### config.mk
export PLATFORM = sky130hd
export DESIGN_NAME = mesi_snoop_ctrl
export DESIGN_NICKNAME = d
export VERILOG_FILES = /design/src/rtl/mesi_pkg.sv /design/src/rtl/mesi_line_store.sv /design/src/rtl/mesi_cpu_side.sv /design/src/rtl/mesi_snoop_side.sv /design/src/rtl/mesi_snoop_ctrl.sv
export SDC_FILE = /design/constraint.sdc
export NUM_CORES = 1
export LEC_CHECK = 0
export ABC_CLOCK_PERIOD_IN_PS = 1950
export BUFFER_PORTS_ARGS = -buffer_cell sky130_fd_sc_hd__buf_2
export CAP_MARGIN = 20
export CORE_ASPECT_RATIO = 0.6
export CORE_MARGIN = 3
export CORE_UTILIZATION = 50
export CTS_CLUSTER_SIZE = 8
export DETAILED_ROUTE_END_ITERATION = 8
export PLACE_DENSITY = 0.76
export SLEW_MARGIN = 0
export SYNTH_ARGS = -nofsm -noshare
export SYNTH_HDL_FRONTEND = slang
export SYNTH_SLANG_ARGS = --single-unit
### constraint.sdc
create_clock -name clk -period 1.95 [get_ports clk]
set_clock_uncertainty 0.15 [all_clocks]
set_input_delay 0.195 -clock clk [delete_from_list [all_inputs] [get_ports clk]]
set_output_delay 0.195 -clock clk [all_outputs]
set_load 0.1 [all_outputs]
### src/rtl/mesi_pkg.sv
package mesi_pkg;

  typedef enum logic [1:0] {
    ST_INV = 2'd0,
    ST_SHD = 2'd1,
    ST_EXC = 2'd2,
    ST_MOD = 2'd3
  } line_st_e;

  typedef enum logic [2:0] {
    BC_NONE = 3'd0,
    BC_RD   = 3'd1,
    BC_RDX  = 3'd2,
    BC_UPGR = 3'd3,
    BC_WB   = 3'd4
  } bus_cmd_e;

  typedef enum logic [1:0] {
    OP_RD  = 2'd0,
    OP_WR  = 2'd1,
    OP_EV  = 2'd2,
    OP_NOP = 2'd3
  } cpu_op_e;

endpackage

### src/rtl/mesi_line_store.sv
module mesi_line_store
  import mesi_pkg::*;
#(
  parameter int IDX_W = 2,
  parameter int TAG_W = 4
) (
  input  logic             clk,
  input  logic             rst_n,
  input  logic [IDX_W-1:0] cpu_idx,
  output logic [TAG_W-1:0] cpu_tag,
  output line_st_e         cpu_st,
  input  logic [IDX_W-1:0] snp_idx,
  output logic [TAG_W-1:0] snp_tag,
  output line_st_e         snp_st,
  input  logic             cpu_we,
  input  logic [IDX_W-1:0] cpu_widx,
  input  logic [TAG_W-1:0] cpu_wtag,
  input  line_st_e         cpu_wst,
  input  logic             snp_we,
  input  logic [IDX_W-1:0] snp_widx,
  input  line_st_e         snp_wst
);
  localparam int SETS = 1 << IDX_W;

  logic [TAG_W-1:0] tag_q [SETS];
  line_st_e         st_q  [SETS];

  for (genvar s = 0; s < SETS; s++) begin : g_set
    logic             set_en;
    logic [TAG_W-1:0] tag_d;
    line_st_e         st_d;

    always_comb begin
      set_en = 1'b0;
      tag_d  = tag_q[s];
      st_d   = st_q[s];
      if (cpu_we && cpu_widx == IDX_W'(s)) begin
        set_en = 1'b1;
        tag_d  = cpu_wtag;
        st_d   = cpu_wst;
      end else if (snp_we && snp_widx == IDX_W'(s)) begin
        set_en = 1'b1;
        st_d   = snp_wst;
      end
    end

    always_ff @(posedge clk or negedge rst_n) begin
      if (!rst_n) begin
        tag_q[s] <= '0;
        st_q[s]  <= ST_INV;
      end else if (set_en) begin
        tag_q[s] <= tag_d;
        st_q[s]  <= st_d;
      end
    end
  end

  assign cpu_tag = tag_q[cpu_idx];
  assign cpu_st  = st_q[cpu_idx];
  assign snp_tag = tag_q[snp_idx];
  assign snp_st  = st_q[snp_idx];

  AST_ONE_WRITER: assert property (@(posedge clk) disable iff (!rst_n)
    !(cpu_we && snp_we));

endmodule

### src/rtl/mesi_cpu_side.sv
module mesi_cpu_side
  import mesi_pkg::*;
#(
  parameter int IDX_W = 2,
  parameter int TAG_W = 4
) (
  input  logic                   clk,
  input  logic                   rst_n,
  input  logic                   cpu_req,
  input  logic [1:0]             cpu_op,
  input  logic [IDX_W+TAG_W-1:0] cpu_addr,
  output logic                   cpu_done,
  input  logic [TAG_W-1:0]       line_tag,
  input  line_st_e               line_st,
  input  logic                   snp_valid,
  output logic                   bus_req,
  output logic [2:0]             bus_cmd,
  output logic [IDX_W+TAG_W-1:0] bus_addr,
  input  logic                   bus_gnt,
  input  logic                   bus_shared_in,
  output logic                   wr_en,
  output logic [TAG_W-1:0]       wr_tag,
  output line_st_e               wr_st
);
  logic [IDX_W-1:0] idx;
  logic [TAG_W-1:0] tag;
  logic             tag_hit, go, victim_dirty;
  bus_cmd_e         cmd;

  assign idx          = cpu_addr[IDX_W-1:0];
  assign tag          = cpu_addr[IDX_W+TAG_W-1:IDX_W];
  assign tag_hit      = (line_tag == tag) && (line_st != ST_INV);
  assign victim_dirty = (line_tag != tag) && (line_st == ST_MOD);
  assign go           = cpu_req && !snp_valid;

  always_comb begin
    cmd      = BC_NONE;
    bus_addr = cpu_addr;
    cpu_done = 1'b0;
    wr_en    = 1'b0;
    wr_tag   = line_tag;
    wr_st    = line_st;
    if (go) begin
      unique case (cpu_op_e'(cpu_op))
        OP_RD: begin
          if (tag_hit) begin
            cpu_done = 1'b1;
          end else if (victim_dirty) begin
            cmd      = BC_WB;
            bus_addr = {line_tag, idx};
            wr_en    = bus_gnt;
            wr_st    = ST_INV;
          end else begin
            cmd      = BC_RD;
            cpu_done = bus_gnt;
            wr_en    = bus_gnt;
            wr_tag   = tag;
            wr_st    = bus_shared_in ? ST_SHD : ST_EXC;
          end
        end
        OP_WR: begin
          if (tag_hit && line_st != ST_SHD) begin
            cpu_done = 1'b1;
            wr_en    = 1'b1;
            wr_st    = ST_MOD;
          end else if (tag_hit) begin
            cmd      = BC_UPGR;
            cpu_done = bus_gnt;
            wr_en    = bus_gnt;
            wr_st    = ST_MOD;
          end else if (victim_dirty) begin
            cmd      = BC_WB;
            bus_addr = {line_tag, idx};
            wr_en    = bus_gnt;
            wr_st    = ST_INV;
          end else begin
            cmd      = BC_RDX;
            cpu_done = bus_gnt;
            wr_en    = bus_gnt;
            wr_tag   = tag;
            wr_st    = ST_MOD;
          end
        end
        OP_EV: begin
          if (tag_hit && line_st == ST_MOD) begin
            cmd      = BC_WB;
            cpu_done = bus_gnt;
            wr_en    = bus_gnt;
            wr_st    = ST_INV;
          end else begin
            cpu_done = 1'b1;
            wr_en    = tag_hit;
            wr_st    = ST_INV;
          end
        end
        default: cpu_done = 1'b1;
      endcase
    end
  end

  assign bus_req = (cmd != BC_NONE);
  assign bus_cmd = cmd;

  AST_SILENT_WRITE: assert property (@(posedge clk) disable iff (!rst_n)
    (cpu_req && !snp_valid && cpu_op == OP_WR && tag_hit && line_st == ST_EXC)
      |-> (!bus_req && cpu_done));

  AST_FILL_EXC: assert property (@(posedge clk) disable iff (!rst_n)
    (bus_req && bus_gnt && bus_cmd == BC_RD && !bus_shared_in)
      |=> (cpu_addr != $past(cpu_addr) || line_st == ST_EXC));

  AST_FILL_SHD: assert property (@(posedge clk) disable iff (!rst_n)
    (bus_req && bus_gnt && bus_cmd == BC_RD && bus_shared_in)
      |=> (cpu_addr != $past(cpu_addr) || line_st == ST_SHD));

  AST_SNOOP_BLOCKS_BUS: assert property (@(posedge clk) disable iff (!rst_n)
    snp_valid |-> (!bus_req && !cpu_done));

endmodule

### src/rtl/mesi_snoop_side.sv
module mesi_snoop_side
  import mesi_pkg::*;
#(
  parameter int IDX_W      = 2,
  parameter int TAG_W      = 4,
  parameter int NUM_CACHES = 4,
  parameter int CACHE_ID   = 1,
  parameter bit C2C_EN     = 1'b1
) (
  input  logic                   clk,
  input  logic                   rst_n,
  input  logic                   snp_valid,
  input  logic [2:0]             snp_cmd,
  input  logic [IDX_W+TAG_W-1:0] snp_addr,
  input  logic [NUM_CACHES-1:0]  peer_shared,
  input  logic [TAG_W-1:0]       line_tag,
  input  line_st_e               line_st,
  output logic                   snp_shared_out,
  output logic                   snp_flush,
  output logic                   wr_en,
  output line_st_e               wr_st
);
  localparam logic [NUM_CACHES-1:0] LOWER_MASK =
    NUM_CACHES'((64'd1 << CACHE_ID) - 64'd1);

  logic hit, lower_peer;

  assign hit        = snp_valid && (line_st != ST_INV) &&
                      (line_tag == snp_addr[IDX_W+TAG_W-1:IDX_W]);
  assign lower_peer = |(peer_shared & LOWER_MASK);

  always_comb begin
    snp_shared_out = 1'b0;
    snp_flush      = 1'b0;
    wr_st          = line_st;
    if (hit) begin
      unique case (bus_cmd_e'(snp_cmd))
        BC_RD: begin
          snp_shared_out = 1'b1;
          wr_st          = ST_SHD;
          if (line_st == ST_MOD)
            snp_flush = 1'b1;
          else if (C2C_EN)
            snp_flush = !lower_peer;
        end
        BC_RDX: begin
          wr_st     = ST_INV;
          snp_flush = (line_st == ST_MOD);
        end
        BC_UPGR: wr_st = ST_INV;
        default: wr_st = line_st;
      endcase
    end
  end

  assign wr_en = hit && (wr_st != line_st);

  AST_SHARED_ONLY_ON_READ: assert property (@(posedge clk) disable iff (!rst_n)
    snp_shared_out |-> (snp_valid && snp_cmd == BC_RD));

  AST_INVAL_AFTER_RDX: assert property (@(posedge clk) disable iff (!rst_n)
    (hit && (snp_cmd == BC_RDX || snp_cmd == BC_UPGR))
      |=> (snp_addr != $past(snp_addr) || line_st == ST_INV));

  AST_FLUSH_NEEDS_COPY: assert property (@(posedge clk) disable iff (!rst_n)
    snp_flush |-> (snp_valid && line_st != ST_INV));

endmodule

### src/rtl/mesi_snoop_ctrl.sv
module mesi_snoop_ctrl
  import mesi_pkg::*;
#(
  parameter int IDX_W      = 2,
  parameter int TAG_W      = 4,
  parameter int NUM_CACHES = 4,
  parameter int CACHE_ID   = 1,
  parameter bit C2C_EN     = 1'b1
) (
  input  logic                   clk,
  input  logic                   rst_n,
  input  logic                   cpu_req,
  input  logic [1:0]             cpu_op,
  input  logic [IDX_W+TAG_W-1:0] cpu_addr,
  output logic                   cpu_done,
  output logic                   bus_req,
  output logic [2:0]             bus_cmd,
  output logic [IDX_W+TAG_W-1:0] bus_addr,
  input  logic                   bus_gnt,
  input  logic                   bus_shared_in,
  input  logic                   snp_valid,
  input  logic [2:0]             snp_cmd,
  input  logic [IDX_W+TAG_W-1:0] snp_addr,
  input  logic [NUM_CACHES-1:0]  peer_shared,
  output logic                   snp_shared_out,
  output logic                   snp_flush
);
  logic [1:0]       rst_sync_q;
  logic             rst_int_n;
  logic [TAG_W-1:0] c_tag, s_tag, c_wtag;
  line_st_e         c_st, s_st, c_wst, s_wst;
  logic             c_we, s_we;

  always_ff @(posedge clk or negedge rst_n) begin
    if (!rst_n) rst_sync_q <= 2'b00;
    else        rst_sync_q <= {rst_sync_q[0], 1'b1};
  end
  assign rst_int_n = rst_sync_q[1];

  mesi_line_store #(.IDX_W(IDX_W), .TAG_W(TAG_W)) u_store (
    .clk(clk), .rst_n(rst_int_n),
    .cpu_idx(cpu_addr[IDX_W-1:0]), .cpu_tag(c_tag), .cpu_st(c_st),
    .snp_idx(snp_addr[IDX_W-1:0]), .snp_tag(s_tag), .snp_st(s_st),
    .cpu_we(c_we), .cpu_widx(cpu_addr[IDX_W-1:0]), .cpu_wtag(c_wtag), .cpu_wst(c_wst),
    .snp_we(s_we), .snp_widx(snp_addr[IDX_W-1:0]), .snp_wst(s_wst)
  );

  mesi_cpu_side #(.IDX_W(IDX_W), .TAG_W(TAG_W)) u_cpu (
    .clk(clk), .rst_n(rst_int_n),
    .cpu_req(cpu_req), .cpu_op(cpu_op), .cpu_addr(cpu_addr), .cpu_done(cpu_done),
    .line_tag(c_tag), .line_st(c_st), .snp_valid(snp_valid),
    .bus_req(bus_req), .bus_cmd(bus_cmd), .bus_addr(bus_addr),
    .bus_gnt(bus_gnt), .bus_shared_in(bus_shared_in),
    .wr_en(c_we), .wr_tag(c_wtag), .wr_st(c_wst)
  );

  mesi_snoop_side #(.IDX_W(IDX_W), .TAG_W(TAG_W), .NUM_CACHES(NUM_CACHES),
                    .CACHE_ID(CACHE_ID), .C2C_EN(C2C_EN)) u_snp (
    .clk(clk), .rst_n(rst_int_n),
    .snp_valid(snp_valid), .snp_cmd(snp_cmd), .snp_addr(snp_addr),
    .peer_shared(peer_shared), .line_tag(s_tag), .line_st(s_st),
    .snp_shared_out(snp_shared_out), .snp_flush(snp_flush),
    .wr_en(s_we), .wr_st(s_wst)
  );

  AST_DONE_NOT_WITH_SNOOP: assert property (@(posedge clk) disable iff (!rst_int_n)
    cpu_done |-> !snp_valid);

endmodule

* After elaboration in Yosys (flattened, before gate mapping)
Index checks and enable logic that the tools add are counted.
** Word-level totals
- Bits in registers :: 26
- Output and inout port bits :: 13
- Logic and storage cells :: 141
** Operators by class
- Order comparisons :: 2
- Equality and inequality tests :: 18
- Muxes and demuxes :: 73
- Bitwise logic cells :: 2
- Reduce and logical (&&, ||, !) cells :: 37
** Operator list (count)
- 2-bit two-way mux :: 20
- 4-bit two-way mux :: 8
- 6-bit two-way mux :: 4
- 1-bit two-way mux :: 22
- 3-bit two-way mux :: 7
- 4-bit binary-select mux with 2-bit select :: 2
- 1-bit logical AND :: 16
- 2-bit AND reduction :: 8
- 2-bit == test (second input constant) :: 7
- 6-bit case mux with 2 select lines :: 1
- 2-bit nonzero test :: 6
- 3-bit case mux with 3 select lines :: 1
- 2-bit binary-select mux with 2-bit select :: 2
- 4-bit == test :: 2
- 4-bit case mux with 2 select lines :: 1
- 2-bit by 1-bit == test with 1-bit output (second input constant) :: 3
- 3-bit by 2-bit == test with 1-bit output (second input constant) :: 2
- 3-bit >= comparator (second input constant) :: 2
- 2-bit zero test :: 3
- 2-bit inverter with 3-bit output :: 2
- 1-bit case mux with 3 select lines :: 2
- 2-bit case mux with 3 select lines :: 1
- 4-bit != test :: 1
- 2-bit case mux with 2 select lines :: 1
- other kinds (7) :: 8

* Depth between registers and ports, before layout
- Depth in word-level cells :: 14
- Depth in mapped cells :: 9
- Depth with buffers taken out :: 6

* By module
A second synthesis with hierarchy kept.
** Second synthesis, totals
- Cell total of the unflattened synthesis :: 205
- Area total of the unflattened synthesis :: 2105.8 um2
** Modules (own cells, without submodules)
- mesi_line_store :: times used 1, cells each 96, area an instance 1317.5 um2
- mesi_cpu_side :: times used 1, cells each 86, area an instance 579.3 um2
- mesi_snoop_side :: times used 1, cells each 20, area an instance 155.1 um2
- mesi_snoop_ctrl :: times used 1, cells each 3, area an instance 53.8 um2

* Worst setup path before layout
Ideal clock, no wire load.
- Kind :: input to output
- Start point :: in cpu_addr[0]
- End point :: out bus_cmd[0]
- Arrival time :: 3.548 ns
- Data required time :: 1.605 ns
- Slack :: -1.943 ns
- Stages :: 7
- Cell sequence :: buf_6 > mux4_2 > and2_1 > a41oi_1 > or2_2 > a32oi_1 > nor3_1
** Between the ends
- Longest elaborated chain between the ends :: 10
- Elaborated cells between the ends (all ways) :: 21
- Those cells by class :: 4 x eq/ne; 12 x mux; 1 x bitwise; 4 x reduce/logical
** Ends and longest elaborated chain
- start, declared :: RTL line mesi_snoop_ctrl.sv:14 : input logic [IDX_W+TAG_W-1:0] cpu_addr,
- 2-bit inverter with 3-bit output (implied by the code) * :: RTL line mesi_line_store.sv:58, mesi_line_store.sv:59
- 4-bit binary-select mux with 2-bit select or 2-bit binary-select mux with 2-bit select (tied branches) :: RTL line mesi_line_store.sv:58, mesi_line_store.sv:59
- 4-bit two-way mux (implied by the code) or 2-bit two-way mux (tied branches) (2 in series) :: RTL line mesi_line_store.sv:58, mesi_line_store.sv:59
- 4-bit == test, or another cell as far along :: RTL line mesi_cpu_side.sv:32 : assign tag_hit = (line_tag == tag) && (line_st != ST_INV);
- 1-bit logical AND (on tied branches) :: RTL line mesi_cpu_side.sv:32, mesi_cpu_side.sv:33
- 3-bit two-way mux, or another cell as far along :: RTL line mesi_cpu_side.sv:66 : end else if (tag_hit) begin
- 3-bit two-way mux (on tied branches) :: RTL line mesi_cpu_side.sv:62, mesi_cpu_side.sv:46
- 3-bit case mux with 3 select lines * :: RTL line mesi_cpu_side.sv:44 : unique case (cpu_op_e'(cpu_op))
- 3-bit two-way mux * :: RTL line mesi_cpu_side.sv:43 : if (go) begin
- end, declared :: RTL line mesi_snoop_ctrl.sv:17 : output logic [2:0] bus_cmd,
Every way passes the cells marked *; elsewhere a longest branch is shown, timed or not. The select of a mux whose other input is x is not followed.

* Worst setup path after layout
- Start point :: reg u_store.tag_q[0] in the netlist's numbering
- End point :: out cpu_done
** Between the ends
- Longest elaborated chain between the ends :: 10
- Elaborated cells between the ends (all ways) :: 16
- Those cells by class :: 2 x eq/ne; 10 x mux; 4 x reduce/logical
** Ends and longest elaborated chain
- start, declared :: RTL line mesi_line_store.sv:25 : logic [TAG_W-1:0] tag_q [SETS];
- start signal, assigned by index :: RTL line mesi_line_store.sv:52 : tag_q[s] <= tag_d;
- 4-bit binary-select mux with 2-bit select * :: RTL line mesi_line_store.sv:58 : assign cpu_tag = tag_q[cpu_idx];
- 4-bit two-way mux (implied by the code) * (2 in series) :: RTL line mesi_line_store.sv:58
- 4-bit != test :: RTL line mesi_cpu_side.sv:33 : assign victim_dirty = (line_tag != tag) && (line_st == ST_MOD);
- 1-bit logical AND :: RTL line mesi_cpu_side.sv:33
- 1-bit two-way mux :: RTL line mesi_cpu_side.sv:48, mesi_cpu_side.sv:71
- 1-bit two-way mux :: RTL line mesi_cpu_side.sv:66
- 1-bit two-way mux :: RTL line mesi_cpu_side.sv:62 : if (tag_hit && line_st != ST_SHD) begin
- 1-bit case mux with 3 select lines * :: RTL line mesi_cpu_side.sv:44
- 1-bit two-way mux * :: RTL line mesi_cpu_side.sv:43
- end, declared :: RTL line mesi_snoop_ctrl.sv:15 : output logic cpu_done,
Marks and branches as above.

==> out/metrics.csv <==
metric;value;unit
Cell Chain, Critical Path;mux4_2, xnor2_2, nand4_1, buf_6, buf_6, nor2_4, o21a_1, o221a_4, buf_12;
leak pwr;1.62;nW
PwrDens;572;nW/um^2
critical path's largest stage delay;0.54;ns
max cap viols;0;
RSZ-0062 raised after global routing;yes;
CP arrival;2.60;ns
cell count of the worst reg-to-reg path;8;
remaining global-route overflow;0;
FP Rows;17;
DRC Markers;0;
CP dominant cell by count;buf_6;
routed length per placed instance;25.5;um
Synth Cell Area;2070;sq um
placed insts;327;
Vias/cell;6.51;
Comb pwr share;0.461;
Reg clk slew, reported paths;0.09;ns
Antenna diodes;0;
Seq/Total Area, Yosys;0.315;
failing checks;setup timing;
Yosys top cell area share;0.315;
Worst path top cell family by delay;multiplexers;
share of cells above drive strength 1;0.684;
Port-buffer cells;36;
Net Sw Frac;0.346;
final hold vios;0;
vias in the first global route;2307;
Clock Power Share;0.222;
reg2reg end;u_store.tag_q[2];
starting density of the core;0.543;
via count;2266;
CTS Sinks;26;
Longest Clk Path Bufs;2;
ys flop type;dfrtp_1;
DPL Wire Length;4890;um
number of synthesized register bits;26;
initial antenna violation count;0;
Critical path buffers and inverters;3;
mean post-synth cell area;11.4;sq um
r2r setup slk;-0.96;ns
Final Power;0.00201;W
ys async rst share;1.00;
crit path from;u_store.tag_q[0];
Die W;89.0;um
fin cells;348;
largest net degree at the start of global routing;25;
most frequent cell after synthesis;dfrtp_1;
Critical Path Sink Type;primary output;
Core ar.;3810;sq um
area grow syn2layout;69.8;%
CTS tree;built;
Net Count, Synth;209;
DR pass1 iterations;6;
Psw;0.000696;W
TritonCTS buffer count;3;
Slew Viols, Final;0;
Ys Warns;0;
Die Height;55.8;um
worst r2r src;u_store.tag_q[0];
Flop pwr share;0.317;
most instantiated cells after synthesis;dfrtp_1 (26), mux2_4 (12), mux4_2 (12);
Crit Path Category;reg2out;
fin area;3510;sq um
CP endpoint;cpu_done;
Worst Setup Slack, final;-0.993;ns
dominant cell type by area after synthesis;dfrtp_1;
crit path max fanout;4;
clk_lat worst skew;0.27;ns
root buffer cell;clkbuf_8;
Total GRT Usage;0.346;
Fill cells;136;
Crit path depth;9;
final WL;8880;um
VDD IR max;0.626;mV
DRT iter0 DRCs;249;
Final ANT Viol Nets;0;
largest cells by area after synthesis;dfrtp_1 (31%), mux4_2 (13%), mux2_4 (8.7%);
run status;complete, but fails checks;
first-pass GRT wire length;12900;um
CP required;1.60;ns
# nets final;329;
final worst path period share;1.51;
number of synthesized flops with an enable pin;0;
relative slew slack;0.642;
Worst Max-Slew Pin Slew;0.531;ns
Final min period;2.94;ns
P_int;0.00131;W
Syn Inst Count;182;
critical path's slowest cell;mux4_2;
global placement routability congestion;0.905;
CTS H-Tree Depth;1;
unique cell type count in the Yosys netlist;50;
Hold WC Path Type;in2async;
Final Setup Violations;35;
die area;4970;sq um
I/O Pins;40;
CP Launch Type;register;
Achievable Freq;0.340;GHz
area post-placement;3050;sq um
per-layer routing:
metal  vias up  global-route usage  part of all wire
met5         -                   0                 0
met4         0               0.102             0.039
met3        39               0.105              0.12
met2       189               0.508              0.45
met1      1098               0.491              0.39
li1        940                   -                 -
registers in the layout (all words and copies together), names as in the netlist:
| name | cells |
|---|---|
| u_store.tag_q | 16 |
| u_store.st_q | 8 |
| rst_sync_q | 2 |
how the worst min path moves through the flow:
stage,from,end,slack [ns],cells past startpoint
after floorplan,rst_n,rst_sync_q[0],-0.25,0
after global placement,rst_n,rst_sync_q[0],-0.17,1
after detailed placement,rst_n,rst_sync_q[0],-0.17,1
after CTS,rst_n,rst_sync_q[0],0.07,2
after global routing,rst_n,rst_sync_q[0],0.09,2
final,rst_n,rst_sync_q[0],0.07,2
logic make-up after synthesis:
logic type,share of synthesized area
compound gates,0.119
xor+xnor,0.0484
buf+inv,0.0436
flops,0.315
mux,0.337
other cells,0.00181
simple gates,0.136
cell usage in the layout, fill, tap and decap left out, drive strengths merged, types with 4 or more instances in the layout:
master | synthesis | final
buf | 8 | 125
dfrtp | 26 | 26
mux2 | 24 | 24
mux4 | 12 | 12
mux2i | 11 | 11
nand2 | 10 | 10
nor2 | 9 | 9
xnor2 | 8 | 8
o21ai | 7 | 7
inv | 6 | 6
nand3 | 6 | 6
nand2b | 5 | 5
nor4 | 5 | 5
or2 | 4 | 4
metrics by stage:
stage | TNS (ns) | setup WS (ns) | hold slack, ns | utilization
final | -31.73 | -0.993 | 0.0738 | 0.922
after detailed placement | -30.70 | -1.00 | -0.167 | 0.801
after CTS | -27.66 | -0.893 | 0.0694 | 0.882
after global placement | -27.51 | -0.895 | -0.169 | 0.801
after floorplan | -19.05 | -0.688 | -0.251 | -
after global routing | -33.87 | -1.08 | 0.0875 | 0.922
worst register-to-register path: stages (launching register included):
cell,delay (ns)
dfrtp_1,0.42
mux4_2,0.54
xnor2_2,0.21
nand4_1,0.22
buf_6,0.20
o21a_4,0.23
a311oi_4,0.35
buf_12,0.17
mux2_4,0.30
what timing repair did:
action                     4_1_cts  5_1_grt
pin swaps                       17       25
hold endpoints to repair         2        0
resized for setup               39       18
buffers inserted                 9       10
hold buffers                     1        0
setup endpoints to repair       35       35
power by group through the flow:
stage               Combinational, W  Clock [W]  Sequential, W
floorplan                   0.000382          0       0.000631
global placement            0.000700          0       0.000635
detailed placement          0.000725          0       0.000636
CTS                         0.000808   0.000445       0.000628
global route                0.000968   0.000471       0.000638
finish                      0.000926   0.000445       0.000637
area by class of cell:
type | instances | area (sq um) | share of cell area
clock buffers | 3 | 41.3 | 0.0118
clock inverters | 1 | 30.0 | 0.00856
inverters | 6 | 22.5 | 0.00642
multi-input cells | 139 | 1600 | 0.456
flip-flops and latches | 26 | 651 | 0.185
well taps | 47 | 58.8 | 0.0168
repair buffers | 126 | 1100 | 0.315
(Power assumes the default switching activity.)
